File: src/rtl/issue_pkg.sv
package issue_pkg;
  localparam int CLS_W  = 3;
  localparam int PORT_W = 3;
  localparam int NPORT  = 4;

  localparam logic [CLS_W-1:0] CL_NOP = 3'd0;
  localparam logic [CLS_W-1:0] CL_ALU = 3'd1;
  localparam logic [CLS_W-1:0] CL_SHM = 3'd2;
  localparam logic [CLS_W-1:0] CL_BR  = 3'd3;
  localparam logic [CLS_W-1:0] CL_MEM = 3'd4;
  localparam logic [CLS_W-1:0] CL_FP  = 3'd5;

  localparam logic [PORT_W-1:0] PT_NONE = 3'd0;
  localparam logic [PORT_W-1:0] PT_ALUA = 3'd1;
  localparam logic [PORT_W-1:0] PT_ALUB = 3'd2;
  localparam logic [PORT_W-1:0] PT_MEM  = 3'd3;
  localparam logic [PORT_W-1:0] PT_FP   = 3'd4;

  typedef struct packed {
    logic                ok;
    logic [PORT_W-1:0]   port;
  } pick_t;

  // free-port bit per port code: bit0 ALU A, bit1 ALU B, bit2 memory, bit3 FP
  function automatic logic [NPORT-1:0] port_bit(input logic [PORT_W-1:0] p);
    case (p)
      PT_ALUA: port_bit = 4'b0001;
      PT_ALUB: port_bit = 4'b0010;
      PT_MEM:  port_bit = 4'b0100;
      PT_FP:   port_bit = 4'b1000;
      default: port_bit = 4'b0000;
    endcase
  endfunction

  // choose a port for a class given the ports still free this cycle
  function automatic pick_t pick_port(input logic [CLS_W-1:0] c,
                                      input logic [NPORT-1:0] free);
    pick_t r;
    r.ok   = 1'b0;
    r.port = PT_NONE;
    case (c)
      CL_NOP: r.ok = 1'b1;
      CL_ALU: begin
        if (free[0])      begin r.ok = 1'b1; r.port = PT_ALUA; end
        else if (free[1]) begin r.ok = 1'b1; r.port = PT_ALUB; end
      end
      CL_SHM: if (free[0]) begin r.ok = 1'b1; r.port = PT_ALUA; end
      CL_BR:  if (free[1]) begin r.ok = 1'b1; r.port = PT_ALUB; end
      CL_MEM: if (free[2]) begin r.ok = 1'b1; r.port = PT_MEM;  end
      CL_FP:  if (free[3]) begin r.ok = 1'b1; r.port = PT_FP;   end
      default: r.ok = 1'b0;
    endcase
    return r;
  endfunction
endpackage

File: src/rtl/issue_buffer.sv
module issue_buffer
  import issue_pkg::*;
#(
  parameter int SLOTS = 4,
  parameter int REG_W = 5
) (
  input  logic                   clk,
  input  logic                   rst_n,
  input  logic                   load,
  input  logic [SLOTS-1:0]       in_valid,
  input  logic [SLOTS*CLS_W-1:0] in_cls,
  input  logic [SLOTS*REG_W-1:0] in_sa,
  input  logic [SLOTS*REG_W-1:0] in_sb,
  input  logic [SLOTS*REG_W-1:0] in_dst,
  input  logic [SLOTS-1:0]       done,
  output logic [SLOTS-1:0]       pend,
  output logic [SLOTS*CLS_W-1:0] cls,
  output logic [SLOTS*REG_W-1:0] sa,
  output logic [SLOTS*REG_W-1:0] sb,
  output logic [SLOTS*REG_W-1:0] dst
);
  always_ff @(posedge clk or negedge rst_n) begin
    if (!rst_n) begin
      pend <= '0;
      cls  <= '0;
      sa   <= '0;
      sb   <= '0;
      dst  <= '0;
    end else if (load) begin
      pend <= in_valid;
      cls  <= in_cls;
      sa   <= in_sa;
      sb   <= in_sb;
      dst  <= in_dst;
    end else begin
      pend <= pend & ~done;
    end
  end
endmodule

File: src/rtl/hazard_matrix.sv
module hazard_matrix
  import issue_pkg::*;
#(
  parameter int SLOTS = 4,
  parameter int REG_W = 5
) (
  input  logic [SLOTS*CLS_W-1:0]   cls,
  input  logic [SLOTS*REG_W-1:0]   sa,
  input  logic [SLOTS*REG_W-1:0]   sb,
  input  logic [SLOTS*REG_W-1:0]   dst,
  output logic [SLOTS*SLOTS-1:0]   hz
);
  // hz[j*SLOTS+i]: younger entry j reads what older entry i writes
  function automatic logic reads_from(input logic [REG_W-1:0] a,
                                      input logic [REG_W-1:0] b,
                                      input logic [REG_W-1:0] d);
    return (d != '0) && ((a == d) || (b == d));
  endfunction

  for (genvar j = 0; j < SLOTS; j++) begin : g_young
    for (genvar i = 0; i < SLOTS; i++) begin : g_old
      if (i < j) begin : g_pair
        assign hz[j*SLOTS+i] = (cls[i*CLS_W +: CLS_W] != CL_NOP) &&
                               (cls[j*CLS_W +: CLS_W] != CL_NOP) &&
                               reads_from(sa[j*REG_W +: REG_W],
                                          sb[j*REG_W +: REG_W],
                                          dst[i*REG_W +: REG_W]);
      end else begin : g_none
        assign hz[j*SLOTS+i] = 1'b0;
      end
    end
  end
endmodule

File: src/rtl/slot_select.sv
module slot_select
  import issue_pkg::*;
#(
  parameter int SLOTS = 4
) (
  input  logic [SLOTS-1:0]        pend,
  input  logic [SLOTS*CLS_W-1:0]  cls,
  input  logic [SLOTS*SLOTS-1:0]  hz,
  output logic [SLOTS-1:0]        grant,
  output logic [SLOTS*PORT_W-1:0] port,
  output logic [SLOTS-1:0]        stall_at
);
  logic [NPORT-1:0] free;
  logic             blocked;
  logic             raw;
  pick_t            pk;

  always_comb begin
    free     = '1;
    blocked  = 1'b0;
    grant    = '0;
    port     = '0;
    stall_at = '0;
    raw      = 1'b0;
    pk       = '0;
    for (int j = 0; j < SLOTS; j++) begin
      if (pend[j] && !blocked) begin
        raw = 1'b0;
        for (int i = 0; i < SLOTS; i++) begin
          if (grant[i] && hz[j*SLOTS+i]) raw = 1'b1;
        end
        pk = pick_port(cls[j*CLS_W +: CLS_W], free);
        if (pk.ok && !raw) begin
          grant[j]                = 1'b1;
          port[j*PORT_W +: PORT_W] = pk.port;
          free                    = free & ~port_bit(pk.port);
        end else begin
          blocked     = 1'b1;
          stall_at[j] = 1'b1;
        end
      end
    end
  end
endmodule

File: src/rtl/issue_unit.sv
module issue_unit
  import issue_pkg::*;
#(
  parameter int SLOTS = 4,
  parameter int REG_W = 5
) (
  input  logic                    clk,
  input  logic                    rst_n,
  input  logic                    ld_en,
  input  logic [SLOTS-1:0]        ld_valid,
  input  logic [SLOTS*3-1:0]      ld_cls,
  input  logic [SLOTS*REG_W-1:0]  ld_src_a,
  input  logic [SLOTS*REG_W-1:0]  ld_src_b,
  input  logic [SLOTS*REG_W-1:0]  ld_dst,
  output logic                    refill_req,
  output logic [SLOTS-1:0]        iss_grant,
  output logic [SLOTS*3-1:0]      iss_port
);
  logic [SLOTS-1:0]        pend;
  logic [SLOTS*CLS_W-1:0]  b_cls;
  logic [SLOTS*REG_W-1:0]  b_sa, b_sb, b_dst;
  logic [SLOTS*SLOTS-1:0]  hz;
  logic [SLOTS-1:0]        stall_at;
  logic                    load_fire;
  logic [SLOTS-1:0]        left_after;

  assign left_after = pend & ~iss_grant;
  assign refill_req = (left_after == '0);
  assign load_fire  = ld_en && refill_req;

  issue_buffer #(.SLOTS(SLOTS), .REG_W(REG_W)) u_buf (
    .clk(clk), .rst_n(rst_n), .load(load_fire),
    .in_valid(ld_valid), .in_cls(ld_cls), .in_sa(ld_src_a),
    .in_sb(ld_src_b), .in_dst(ld_dst), .done(iss_grant),
    .pend(pend), .cls(b_cls), .sa(b_sa), .sb(b_sb), .dst(b_dst)
  );

  hazard_matrix #(.SLOTS(SLOTS), .REG_W(REG_W)) u_hz (
    .cls(b_cls), .sa(b_sa), .sb(b_sb), .dst(b_dst), .hz(hz)
  );

  slot_select #(.SLOTS(SLOTS)) u_sel (
    .pend(pend), .cls(b_cls), .hz(hz),
    .grant(iss_grant), .port(iss_port), .stall_at(stall_at)
  );
endmodule

File: config.mk
export PLATFORM = sky130hd
export DESIGN_NAME = issue_unit
export DESIGN_NICKNAME = d
export VERILOG_FILES = /design/src/rtl/issue_pkg.sv /design/src/rtl/issue_buffer.sv /design/src/rtl/hazard_matrix.sv /design/src/rtl/slot_select.sv /design/src/rtl/issue_unit.sv
export SDC_FILE = /design/constraint.sdc
export NUM_CORES = 1
export LEC_CHECK = 0
export BUFFER_PORTS_ARGS = -buffer_cell sky130_fd_sc_hd__buf_4
export CORE_MARGIN = 4
export CORE_UTILIZATION = 40
export CTS_BUF_LIST = sky130_fd_sc_hd__clkbuf_8
export DETAILED_ROUTE_END_ITERATION = 10
export GPL_TIMING_DRIVEN = 0
export PLACE_DENSITY = 0.71
export SETUP_SLACK_MARGIN = 0.15
export SYNTH_ARGS = -nofsm -noshare
export SYNTH_HDL_FRONTEND = slang
export SYNTH_SLANG_ARGS = --single-unit
File: constraint.sdc
create_clock -name clk -period 6.15 [get_ports clk]
set_clock_uncertainty 0.05 [all_clocks]
set_input_delay 0.3075 -clock clk [delete_from_list [all_inputs] [get_ports clk]]
set_output_delay 0.3075 -clock clk [all_outputs]
set_load 0.03 [all_outputs]
==> results.cfg <==
[worst_setup_path]
required_ns = 5.79
cp_slowest_cell = or4_4
cp_cell_sequence = buf_4 -> or4_4 -> o221ai_2 -> or2_4 -> o2111ai_1 -> and2_1 -> a2111o_1 -> a211oi_1 -> o21ai_0 -> and3_1 -> buf_4
reg2reg_depth = 12
regToRegEndpoint = u_buf.dst[10]
critPathMostFrequentCell = buf_4
crit_path_max_incr_delay_ns = 0.53
startpoint = u_buf.dst[3]
critPathCaptureType = output pin
worst-path-max-fanout = 8
crit_type = reg2out
cp.arrival_ns = 3.67
reg2reg_slack_ns = 2.67
crit_path_end = refill_req
r2r_start = u_buf.dst[3]
critPathLaunchType = register

[pwr]
ir_worst_vdd_uv = 292.9
seqPwrFrac_pct = 24.8
design_power_total_mw = 3.309
switching_share_pct = 43.71
p_leak_nw = 2.171
pwr-share-clk_pct = 12.3
power.density_mw_per_mm2 = 668.8
p_int_mw = 1.863
comb_power_share_pct = 62.9
p_switching_mw = 1.446

[drt]
route.detailed.wl_per_inst_um = 16.44
initialDrtViolationCount = 93
wl_mm = 9.848
antenna_left = 0
dr.pass1.iters = 4
vias_per_cell = 5.190
vias = 3109
drc = 0

[synth]
syn_area_per_cell_um2 = 10.70
netlist_area_mm2 = 0.003959
synth_seq_area_share_pct = 38.56
ys_ff_latch = 61
synth_top_area_share_pct = 38.56
async_flop_share_pct = 100.0
synth_largest_area_cell = dfrtp_1
ys.flop_type = dfrtp_1
yosysWarningCount = 0
synth_cells = 370
synth_edf_count = 0
synthTopCellsByArea = dfrtp_1 39%, mux2_2 14%, xor2_1 9.5%, xnor2_1 5.3%, mux2_4 3.0%
ys_types = 62
synth_nets = 449

[clock_network]
post_cts_buffers = 0
cts_resized = 0
clk_pin_slew_ns = 0.08
cts_buffers = 9
cts_sinks = 61
worstSkewPairLatency_ns = 0.34
cts_buffer_depth = 2
cts_tree = built
h-tree-depth = 3
ctsHoldBuffers = 0
cts_root_buffer = clkbuf_8

[finish]
nets = 540
diodes = 0
fin_util_pct = 51.09
layout_common_cells = 85 x buf_4, 61 x dfrtp_1, 49 x mux2_2
final-seq-area_mm2 = 0.001526
area_growth_pct = 24.97
multiInputGateArea_mm2 = 0.002260
fillers = 874
final_common_cell = buf_4
drive_gt1_share_pct = 39.27

[floorplanning]
core_area_mm2 = 0.009684
io_pins = 96
die-area_mm2 = 0.01155
rows = 36
die_h_um = 107.5
start_util_pct = 40.88
die_x_um = 107.5

[worst_hold_path]
hp-class = in2async

[sta]
fmax_mhz = 248.5
hold_slack_ns = -0.005064
hold_viol_final = 2
tightest_slew_ns = 0.7654
slew_violations = 0
min_period_ns = 4.025
setup_viol = 0
rsz0062_at_grt = false
slew_headroom_pct = 47.65
postLayoutSetupSlackWorst_ns = 2.125
setup_tns_ns = 0
period_share_pct = 65.45

[global_route]
grt_pass1_wl_mm = 16.15
grt_pass1_vias = 3266
grt_max_degree = 62
grt_overflow_total = 0
grt_use_total_pct = 17.88
antenna_found_initial = 0

[placement]
place_congestion = 0.8470
dpl.hpwl_mm = 7.449
dp_slack_ns = 2.504
io_buffers = 80

[run_status]
status = finished, violations left
violations = hold timing

[flow_run]
drv_cap = 0
==> stage by stage <==
| stage | instances | hold WS, ns | instance area [um2] |
|---|---|---|---|
| after detailed placement | 583 | 0.3993 | 4726 |
| after CTS | 599 | 0.02859 | 4947 |
| after global placement | 583 | 0.3881 | 4726 |
| after global routing | 599 | 0.05651 | 4947 |
| after floorplan | 370 | -0.03809 | 3959 |
| final | 599 | -0.005064 | 4947 |
==> power by group through the flow <==
stage	logic [mW]	clock network, mW	registers [mW]
after floorplan	1.65	0	0.772
after global placement	2.02	0	0.817
after detailed placement	2.08	0	0.827
after CTS	2.09	0.413	0.819
after global routing	2.27	0.430	0.847
final	2.08	0.408	0.820
==> logic make-up after synthesis <==
logic type / after synthesis / synth area share (%)
simple gates: 92 / 12.74
compound gates: 63 / 12.55
xor+xnor: 67 / 14.82
mux: 57 / 16.97
flops: 61 / 38.56
buf+inv: 30 / 4.362
==> how the worst min path moves through the flow <==
stage	start	to	slack, ns	depth (start not counted)
after floorplan	rst_n	u_buf.cls[0]	-0.04	0
after global placement	rst_n	u_buf.sb[16]	0.39	1
after detailed placement	rst_n	u_buf.sb[5]	0.40	1
after CTS	rst_n	u_buf.dst[3]	0.03	1
after global routing	rst_n	u_buf.sb[5]	0.06	1
final	rst_n	u_buf.sb[5]	-0.005	1
==> state kept, by name (all words and copies together), names as in the netlist <==
signal and count:
u_buf.pend 4, u_buf.dst 15, u_buf.sb 15, u_buf.cls 12, u_buf.sa 15
==> cell type report <==
class	instances	area share, %
flip-flops and latches	61	30.85
repair buffers	80	12.14
multi-input cells	279	45.68
plain buffers	24	2.984
clock inverters	7	1.973
well taps	133	3.364
inverters	6	0.5058
clock buffers	9	2.504
==> synthesized netlist by cell type (5+ instances only) <==
cell type	count
xor2_1	43
inv_1	5
mux2_4	8
nor2_1	14
clkbuf_1	8
nand2_1	13
nand3_1	16
xnor2_1	24
o21ai_0	11
a211oi_1	5
a21oi_1	12
nor3_1	18
buf_4	5
mux2_2	49
and2_1	6
buf_2	6
dfrtp_1	61
==> critical path, delay by kind of cell, from the launching register on <==
family / cells / cell delay [ns]
AO/OA/AOI/OAI: 5 / 1.34
AND/OR/NAND/NOR: 4 / 1.26
flip-flops: 1 / 0.37
buffers and inverters: 2 / 0.35
==> per-layer routing <==
metal / vias up / routed length, um / global-route usage [%]
met3: 13 / 630 / 4.379
met2: 104 / 4869 / 30.15
met1: 1497 / 4230 / 22.86
li1: 1495 / - / -
met4: 0 / 117 / 4.779
met5: - / 0 / 0
(Power assumes the default switching activity.)
